--- src/rtl/seqbrk_pkg.sv ---
package seqbrk_pkg;

    typedef enum logic {
        KIND_FETCH = 1'b0,
        KIND_OPER  = 1'b1
    } kind_e;

    // Packed so that bit 0 of the control word is the enable.
    typedef struct packed {
        logic  cnt_en;
        logic  brk_en;
        logic  chain_src;
        logic  chain_en;
        kind_e kind;
        logic  en;
    } chan_cfg_t;

    localparam int          SEL_W   = 3;
    localparam int          CFG_W   = 6;
    localparam logic [2:0]  SEL_CNT = 3'd4;
    localparam logic [2:0]  SEL_CLR = 3'd5;

endpackage

--- src/rtl/seqbrk_chan.sv ---
module seqbrk_chan
    import seqbrk_pkg::*;
#(
    parameter int AW      = 32,
    parameter int CH      = 0,
    parameter bit HAS_CNT = 1'b0
) (
    input  logic             clk,
    input  logic             rst_n,
    input  logic             wr_en,
    input  logic [SEL_W-1:0] wr_sel,
    input  logic [AW-1:0]    wr_addr,
    input  chan_cfg_t        wr_cfg,
    input  logic             ev_valid,
    input  logic [AW-1:0]    ev_addr,
    input  logic             ev_kind,
    output chan_cfg_t        cfg,
    output logic             hit
);

    localparam logic [SEL_W-1:0] SEL_ADDR = SEL_W'(2 * CH);
    localparam logic [SEL_W-1:0] SEL_CTRL = SEL_W'(2 * CH + 1);

    typedef struct packed {
        logic [AW-1:0] addr;
        chan_cfg_t     cfg;
    } chan_st_t;

    chan_st_t s_d, s_q;

    always_comb begin
        s_d = s_q;
        if (wr_en && wr_sel == SEL_ADDR) begin
            s_d.addr = wr_addr;
        end
        if (wr_en && wr_sel == SEL_CTRL) begin
            s_d.cfg = wr_cfg;
            if (!HAS_CNT) begin
                s_d.cfg.cnt_en = 1'b0;
            end
        end
    end

    always_ff @(posedge clk or negedge rst_n) begin
        if (!rst_n) begin
            s_q <= '0;
        end else begin
            s_q <= s_d;
        end
    end

    assign cfg = s_q.cfg;
    assign hit = ev_valid & s_q.cfg.en & (ev_addr == s_q.addr)
               & (kind_e'(ev_kind) == s_q.cfg.kind);

    assert_ctrl_hold_R11: assert property (@(posedge clk) disable iff (!rst_n)
        !(wr_en && wr_sel == SEL_CTRL) |=> $stable(s_q.cfg));

    assert_addr_hold_R11: assert property (@(posedge clk) disable iff (!rst_n)
        !(wr_en && wr_sel == SEL_ADDR) |=> $stable(s_q.addr));

    generate
        if (!HAS_CNT) begin : g_nocnt
            assert_no_count_ch0_R9: assert property (@(posedge clk) disable iff (!rst_n)
                !s_q.cfg.cnt_en);
        end
    endgenerate

endmodule

--- src/rtl/seqbrk_count.sv ---
module seqbrk_count #(
    parameter int CNT_W = 16
) (
    input  logic             clk,
    input  logic             rst_n,
    input  logic             load,
    input  logic [CNT_W-1:0] load_val,
    input  logic             step,
    output logic             fire
);

    localparam logic [CNT_W-1:0] ONE = CNT_W'(1);

    typedef struct packed {
        logic [CNT_W-1:0] cnt;
    } cnt_st_t;

    cnt_st_t s_d, s_q;

    always_comb begin
        s_d = s_q;
        if (load) begin
            s_d.cnt = load_val;
        end else if (step && s_q.cnt != '0) begin
            s_d.cnt = s_q.cnt - ONE;
        end
    end

    always_ff @(posedge clk or negedge rst_n) begin
        if (!rst_n) begin
            s_q <= '0;
        end else begin
            s_q <= s_d;
        end
    end

    // Judged on the count held before the edge.
    assign fire = step & (s_q.cnt == ONE);

    assert_cnt_no_rise_R9: assert property (@(posedge clk) disable iff (!rst_n)
        !load |=> (s_q.cnt <= $past(s_q.cnt)));

    assert_cnt_zero_hold_R9: assert property (@(posedge clk) disable iff (!rst_n)
        (!load && s_q.cnt == '0) |=> (s_q.cnt == '0));

    assert_cnt_load_R9: assert property (@(posedge clk) disable iff (!rst_n)
        load |=> (s_q.cnt == $past(load_val)));

endmodule

--- src/rtl/seqbrk_unit.sv ---
module seqbrk_unit
    import seqbrk_pkg::*;
#(
    parameter int AW    = 32,
    parameter int CNT_W = 16,
    parameter int DW    = 32
) (
    input  logic             clk,
    input  logic             rst_n,
    input  logic             wr_en,
    input  logic [2:0]       wr_sel,
    input  logic [DW-1:0]    wr_data,
    input  logic             ev_valid,
    input  logic [AW-1:0]    ev_addr,
    input  logic             ev_kind,
    output logic [1:0]       match_flag,
    output logic             brk_req
);

    localparam int NCH = 2;

    typedef struct packed {
        logic [NCH-1:0] flag;
        logic [NCH-1:0] arm;
        logic           brk;
    } top_st_t;

    top_st_t        s_d, s_q;
    chan_cfg_t      cfg [NCH];
    logic [NCH-1:0] hit;
    logic [NCH-1:0] sat;
    logic [NCH-1:0] clr;
    logic [NCH-1:0] link;
    logic [NCH-1:0] brk_ch;
    logic           cnt_fire;
    logic           unused_wr;

    assign unused_wr = ^wr_data;

    generate
        for (genvar c = 0; c < NCH; c++) begin : g_ch
            seqbrk_chan #(
                .AW      (AW),
                .CH      (c),
                .HAS_CNT (c == 1)
            ) u_chan (
                .clk      (clk),
                .rst_n    (rst_n),
                .wr_en    (wr_en),
                .wr_sel   (wr_sel),
                .wr_addr  (wr_data[AW-1:0]),
                .wr_cfg   (chan_cfg_t'(wr_data[CFG_W-1:0])),
                .ev_valid (ev_valid),
                .ev_addr  (ev_addr),
                .ev_kind  (ev_kind),
                .cfg      (cfg[c]),
                .hit      (hit[c])
            );
        end
    endgenerate

    seqbrk_count #(
        .CNT_W (CNT_W)
    ) u_count (
        .clk      (clk),
        .rst_n    (rst_n),
        .load     (wr_en && wr_sel == SEL_CNT),
        .load_val (wr_data[CNT_W-1:0]),
        .step     (hit[1] & cfg[1].cnt_en),
        .fire     (cnt_fire)
    );

    always_comb begin
        s_d = s_q;
        clr = (wr_en && wr_sel == SEL_CLR) ? wr_data[NCH-1:0] : '0;
        sat[0] = hit[0];
        sat[1] = hit[1] & (~cfg[1].cnt_en | cnt_fire);
        for (int c = 0; c < NCH; c++) begin
            link[c] = (cfg[c].chain_src != 1'(c))
                    & s_q.arm[cfg[c].chain_src]
                    & ~clr[cfg[c].chain_src];
            brk_ch[c] = sat[c] & cfg[c].brk_en & (~cfg[c].chain_en | link[c]);
        end
        s_d.flag = (s_q.flag & ~clr) | sat;
        // Armed once a flag has stayed set across one full edge.
        s_d.arm  = s_q.flag & s_d.flag;
        s_d.brk  = |brk_ch;
    end

    always_ff @(posedge clk or negedge rst_n) begin
        if (!rst_n) begin
            s_q <= '0;
        end else begin
            s_q <= s_d;
        end
    end

    assign match_flag = s_q.flag;
    assign brk_req    = s_q.brk;

    generate
        for (genvar c = 0; c < NCH; c++) begin : g_chk
            assert_flag_set_R3: assert property (@(posedge clk) disable iff (!rst_n)
                sat[c] |=> match_flag[c]);
            assert_flag_hold_R3: assert property (@(posedge clk) disable iff (!rst_n)
                (match_flag[c] && !clr[c]) |=> match_flag[c]);
            assert_flag_clear_R4: assert property (@(posedge clk) disable iff (!rst_n)
                (clr[c] && !sat[c]) |=> !match_flag[c]);
            assert_arm_lag_R7: assert property (@(posedge clk) disable iff (!rst_n)
                $rose(s_q.flag[c]) |-> !s_q.arm[c]);
        end
    endgenerate

    assert_brk_cause_R5: assert property (@(posedge clk) disable iff (!rst_n)
        (sat == '0) |=> !brk_req);

    assert_brk_enable_R5: assert property (@(posedge clk) disable iff (!rst_n)
        (!cfg[0].brk_en && !cfg[1].brk_en) |=> !brk_req);

endmodule

--- config.mk ---
export PLATFORM = sky130hd
export DESIGN_NAME = seqbrk_unit
export DESIGN_NICKNAME = d
export VERILOG_FILES = /design/src/rtl/seqbrk_pkg.sv /design/src/rtl/seqbrk_chan.sv /design/src/rtl/seqbrk_count.sv /design/src/rtl/seqbrk_unit.sv
export SDC_FILE = /design/constraint.sdc
export NUM_CORES = 1
export LEC_CHECK = 0
export ABC_CLOCK_PERIOD_IN_PS = 3000
export BUFFER_PORTS_ARGS = -buffer_cell sky130_fd_sc_hd__buf_2
export CELL_PAD_IN_SITES_DETAIL_PLACEMENT = 0
export CELL_PAD_IN_SITES_GLOBAL_PLACEMENT = 2
export CORE_ASPECT_RATIO = 0.9
export CORE_UTILIZATION = 38
export DETAILED_ROUTE_END_ITERATION = 8
export GPL_ROUTABILITY_DRIVEN = 0
export GPL_TIMING_DRIVEN = 0
export HOLD_SLACK_MARGIN = 0.06
export PLACE_DENSITY_LB_ADDON = 0.25
export SYNTH_ARGS = -nofsm -noshare
export SYNTH_HDL_FRONTEND = slang
export SYNTH_SLANG_ARGS = --single-unit
--- constraint.sdc ---
create_clock -name clk -period 3 [get_ports clk]
set_input_delay 0.3 -clock clk [delete_from_list [all_inputs] [get_ports clk]]
set_output_delay 0.3 -clock clk [all_outputs]
set_load 0.005 [all_outputs]
==> Word-level counts from Yosys, hierarchy flattened <==
Index checks and enable logic that the tools add are counted.
{ "word_totals": {"reg_bits": 96, "in_bits": 72, "out_inout_bits": 3, "word_cells": 82} }
{ "op_classes": {"n_addsub": 1, "n_lt_le_gt_ge": 2, "n_eq_ne": 10, "n_mux": 11, "bitwise": 30, "n_reduce_logical": 11} }
{ "ops": {"columns": ["op", "n"], "rows": [
  ["32-bit equality test", 2],
  ["16-bit two-way mux", 2],
  ["1-bit bitwise AND", 17],
  ["16-bit by 1-bit equality test with 1-bit output (second input constant)", 1],
  ["16-bit nonzero test", 1],
  ["16-bit by 1-bit subtractor with 16-bit output (second input constant)", 1],
  ["1-bit two-way mux", 8],
  ["1-bit logical AND", 7],
  ["3-bit by 2-bit equality test with 1-bit output (second input constant)", 2],
  ["3-bit equality test (second input constant)", 2],
  ["1-bit inverter", 6],
  ["2-bit bitwise AND", 2],
  ["1-bit by 2-bit less-than comparator with 1-bit output (second input constant)", 2],
  ["3-bit by 1-bit equality test with 1-bit output (second input constant)", 1],
  ["3-bit logical NOT", 1],
  ["1-bit bitwise OR", 3],
  ["1-bit equality test", 2],
  ["2-bit two-way mux", 1],
  ["2-bit inverter", 1],
  ["2-bit bitwise OR", 1],
  ["2-bit nonzero test", 1],
  ["2-bit OR reduction", 1]
]} }

==> Logic depth before layout (Yosys ltp) <==
{ "depth": {"depth_word": 10, "ltp_mapped": 8, "mapped_depth_nobuf": 8} }

==> Cells and area by module <==
A second synthesis with hierarchy kept.
{ "unflattened": {"hier_cells": 418, "hier_area_um2": 5144.9} }
{ "modules_own_cells": {"columns": ["mod", "instances", "cells_per_inst", "area_per_inst_um2", "seq_area_each_um2"], "rows": [
  ["seqbrk_chan (g_ch[1].u_chan)", 1, 133, 1964.4, 950.9],
  ["seqbrk_chan (g_ch[0].u_chan)", 1, 131, 1823.0, 925.9],
  ["seqbrk_count", 1, 126, 1073.5, 400.4],
  ["seqbrk_unit", 1, 28, 284.0, 125.1]
]} }

==> Worst setup path after synthesis <==
OpenSTA, ideal clock, no wires.
{ "synth_timing": {"kind": "reg-to-reg", "startpoint": "reg u_count.s_q[12] (netlist bit)", "endpoint": "reg u_count.s_q[5] (netlist bit)", "setup_ns": 0.069, "arrival_ns": 2.138, "required_time_ns": 2.931, "setup_slack_ns": 0.793, "path_stages_with_launch": 8, "n_path_buf": 0, "period_less_slack_ns": 2.207, "path_cell_list": "dfrtp_1 -> nor4_1 -> inv_1 -> nor3_1 -> a31oi_1 -> nand2_1 -> mux2_4 -> nand3_1"} }
{ "synth_via": {"elab_chain_cells": 3} }
{ "synth_lines": {"columns": ["item", "line_no", "rtl"], "rows": [
  ["start, declared", "seqbrk_count.sv:18", "cnt_st_t s_d, s_q;"],
  ["start signal, assigned", "seqbrk_count.sv:31", "s_q <= '0;"],
  ["start signal, assigned", "seqbrk_count.sv:33", "s_q <= s_d;"],
  ["16-bit nonzero test", "seqbrk_count.sv:24", "end else if (step && s_q.cnt != '0) begin"],
  ["1-bit logical AND", "seqbrk_count.sv:24", null],
  ["2-bit nonzero test (no line)", null, null]
]} }
Every way passes these cells.
A chain may end at the register's enable or synchronous reset.

==> Worst setup path after layout <==
{ "layout_timing": {"startpoint": "reg g_ch[1].u_chan.s_q[11] (netlist bit)", "endpoint": "reg u_count.s_q[15] (netlist bit)"} }
{ "layout_via": {"elab_chain_cells": 6} }
{ "layout_lines": {"columns": ["item", "line_no", "rtl"], "rows": [
  ["start, declared", "seqbrk_chan.sv:29", "chan_st_t s_d, s_q;"],
  ["start signal, assigned", "seqbrk_chan.sv:46", "s_q <= '0;"],
  ["start signal, assigned", "seqbrk_chan.sv:48", "s_q <= s_d;"],
  ["32-bit equality test", "seqbrk_chan.sv:53", "assign hit = ev_valid & s_q.cfg.en & (ev_addr == s_q.addr)"],
  ["1-bit bitwise AND", "seqbrk_chan.sv:53", null],
  ["1-bit bitwise AND", "seqbrk_chan.sv:54", "& (kind_e'(ev_kind) == s_q.cfg.kind);"],
  ["1-bit bitwise AND", "seqbrk_unit.sv:69", ".step (hit[1] & cfg[1].cnt_en),"],
  ["1-bit logical AND", "seqbrk_count.sv:24", null],
  ["2-bit nonzero test (no line)", null, null]
]} }
Every way passes these cells.

==> results_dict.tcl <==
set metrics [dict create \
    post_cts_buffers 0 \
    placed_cells 646 \
    fin_cells 662 \
    p_per_area_nw_per_um2 650.7 \
    ys_top_cells_by_count "dfrtp_1 (96), mux2_2 (73), xor2_1 (57), nand2_1 (30), nor4_1 (14)" \
    finalPower_mw 3.759 \
    grt.total_usage_pct 20.16 \
    p_leak_nw 2.525 \
    dieArea_um2 13160 \
    worst_setup_path_end_kind "flop" \
    highest_layer "met4" \
    synth_ff_type "dfrtp_1" \
    dr_wl_met3_um 688 \
    numCtsBuffers 9 \
    synth_nets 485 \
    yosysWarnings 0 \
    tightest_slew_ps 1094 \
    cp-start-kind "flop" \
    ant_nets 0 \
    synth_top_area_share_pct 49.77 \
    slowest_stage "nor4_1" \
    relSlewSlack_pct 26.93 \
    n_antenna_cell 0 \
    grt_max_degree 61 \
    synth_most_common_cell "dfrtp_1" \
    synth-edff-count 0 \
    fillCellCount 1158 \
    rows 38 \
    netlist_area_um2 4827 \
    max-cap-violations 0 \
    comb_power_share_pct 18.6 \
    grt_pass1_vias 3454 \
    crit_type "reg -> reg" \
    vias 3419 \
    min_period_ps 2686 \
    drt-met1-wl_um 6071 \
    dieHeight_um 108.9 \
    tns_ps 0 \
    grt_pass1_wl_um 19110 \
    yosys_register_bits 96 \
    timing.fmax_mhz 372.2 \
    cts-root-buf "clkbuf_16" \
    crit_required_ps 3210 \
    clock_latency_ps 350 \
    wl_um 12280 \
    cpMostUsedCell "nand3_1" \
    start_util_pct 39.50 \
    drt_iter0_drc 173 \
    wl_met2_um 5431 \
    dp_hpwl_um 9369 \
    postSynth.asyncResetShare_pct 100.0 \
    antenna_found_initial 0 \
    synth.area.top_cells "dfrtp_1 (50%), mux2_2 (17%), xor2_1 (10%)" \
    via_per_inst 5.165 \
    synth_area_leader_cell "dfrtp_1" \
    cts_sinks 96 \
    drtPass1Iterations 5 \
    clock_skew_ps 8.311 \
    clk_pin_slew_ps 70 \
    p_switching_mw 1.002 \
    route.detailed.drc 0 \
    p_int_mw 2.757 \
    routedWlPerCell_um 18.56 \
    die_x_um 120.8 \
    critPathBufInv 1 \
    max-vdd-ir-drop_mv 0.3454 \
    p_seq_share_pct 46.3 \
    crit_chain "xor2_1 -> nor4_1 -> nand3_1 -> nor4_4 -> buf_6 -> nand3_1 -> o31ai_1 -> a31oi_1" \
    setup_viol 0 \
    clk_path_buf_depth 2 \
    drive_gt1_share_pct 33.86 \
    status "complete, no violations" \
    critPathTopFamily "simple AND/OR/NAND/NOR gates" \
    crit_arrival_ps 2900 \
    overflow 0 \
    syn_to_final_growth_pct 19.67 \
    yosysSeqAreaShare_pct 49.77 \
    max_stage_delay_ps 620 \
    rsz0062_at_grt "no" \
    synth.avg_cell_area_um2 11.74 \
    final-hold-violation-count 0 \
    syn_inst 411 \
    final_nets 572 \
    core_region_area_um2 12220 \
    hold_path_class "in -> reg" \
    clockPowerShare_pct 35.1 \
    place_ws_ps 242.9 \
    finalMaxSlewViolations 0 \
    design.portCount 75 \
    post-route-util_pct 47.28 \
    synth_cell_types 46 \
    htreeDepth 3 \
    crit_fanout 10 \
    fin_ws_ps 313.5 \
    layout_worst_path_cycle_share_pct 89.55 \
    swShare_pct 26.66 \
    io_buffers 73 \
    tritoncts "yes" \
]
[area by class of cell]
cell class / instances / area (µm²) / area share, %
Sequential cell: 96 / 2402 / 41.59
Inverter: 12 / 45.04 / 0.7797
Clock buffer: 12 / 246.5 / 4.267
Clock inverter: 3 / 90.09 / 1.559
Tap cell: 160 / 200.2 / 3.465
Buffer: 13 / 63.81 / 1.105
Timing Repair Buffer: 76 / 412.9 / 7.147
Multi-Input combinational cell: 290 / 2316 / 40.09
[worst register-to-register path: cells and delay by family (launching register included)]
kind,cells,cell delay (ps)
buf+inv,1,200
xor+xnor,1,160
compound gates,2,340
simple gates,4,1460
flops,1,390
[cell families (layout without fill, tap and decap cells)]
| logic type | Yosys count | in the layout | synth area share, % |
|---|---|---|---|
| and+or+nand+nor | 112 | 112 | 13.06 |
| DFF | 96 | 96 | 49.77 |
| muxes | 76 | 76 | 17.76 |
| xor gates and xnor gates | 66 | 66 | 11.98 |
| AOI/OAI and AO/OA | 34 | 34 | 4.666 |
| buffers and inverters | 25 | 116 | 2.255 |
| adders and majority gates | 2 | 2 | 0.5183 |
[metrics by stage]
stage,hold slack (ps),instance area [µm²]
2_1_floorplan,4.409,4827
3_3_place_gp,472.8,5393
3_5_place_dp,305.0,5430
4_1_cts,158.0,5777
5_1_grt,174.2,5777
6_report,169.1,5777
[sequential cells by signal, indices dropped and copies added, names as in the netlist]
signal	cells
s_q	2
g_ch.u_chan.cfg	11
g_ch.u_chan.s_q	64
u_count.s_q	16
match_flag	2
brk_req	1
[final timing paths]
| path | startpoint | endpoint | slack, ps | cells after the start |
|---|---|---|---|---|
| setup reg to reg | g_ch[1].u_chan.s_q[11] | u_count.s_q[15] | 310 | 8 |
| max in group asynchronous | rst_n | g_ch[0].u_chan.s_q[14] | 1850 | 3 |
| hold reg to reg | match_flag[1] | match_flag[1] | 500 | 2 |
| min in group asynchronous | rst_n | g_ch[0].u_chan.cfg[3] | 470 | 2 |
| setup / recovery | g_ch[1].u_chan.s_q[11] | u_count.s_q[15] | 310 | 8 |
| hold / removal | wr_data[25] | g_ch[1].u_chan.s_q[31] | 170 | 3 |
[cell usage in the layout (no fill, tap or decap), types with 2 or more instances in the layout]
cell type  instances
a21oi_1            6
a31oi_1            5
and2_1             2
buf_2             72
buf_4              4
bufinv_16          3
clkbuf_1          11
clkbuf_16          9
dfrtp_1           96
ha_1               2
inv_1             12
mux2_2            73
mux2i_1            2
nand2_1           30
nand2b_1           8
nand3_1           13
nand4_1            7
nand4b_1           3
nor2_1            13
nor2b_1            3
nor3_1             6
nor4_1            14
nor4_4             2
o2111ai_1          3
o21ai_0            7
o21ai_1            2
o31ai_1            2
or2b_1             2
or3_1              3
xnor2_1            9
xor2_1            57
[power groups by stage]
stage | Sequential [mW] | Clock, mW | Combinational, mW
after floorplan | 1.71 | 0 | 0.471
after global placement | 1.75 | 0 | 0.686
after detailed placement | 1.76 | 0 | 0.704
after CTS | 1.74 | 1.35 | 0.709
after global routing | 1.77 | 1.40 | 0.775
final | 1.74 | 1.32 | 0.698
[per-layer routing]
layer	up-vias	GRT usage, %
met5	-	0
met4	0	4.233
met3	8	6.172
met2	81	30.54
met1	1702	28.41
li1	1628	-
[what timing repair did]
| action | in CTS | in global routing |
|---|---|---|
| resized for setup | 0 | 0 |
| endpoints found under the hold margin | 36 | 0 |
| hold buffers | 1 | 0 |
Power figures use the tool's default switching activity.
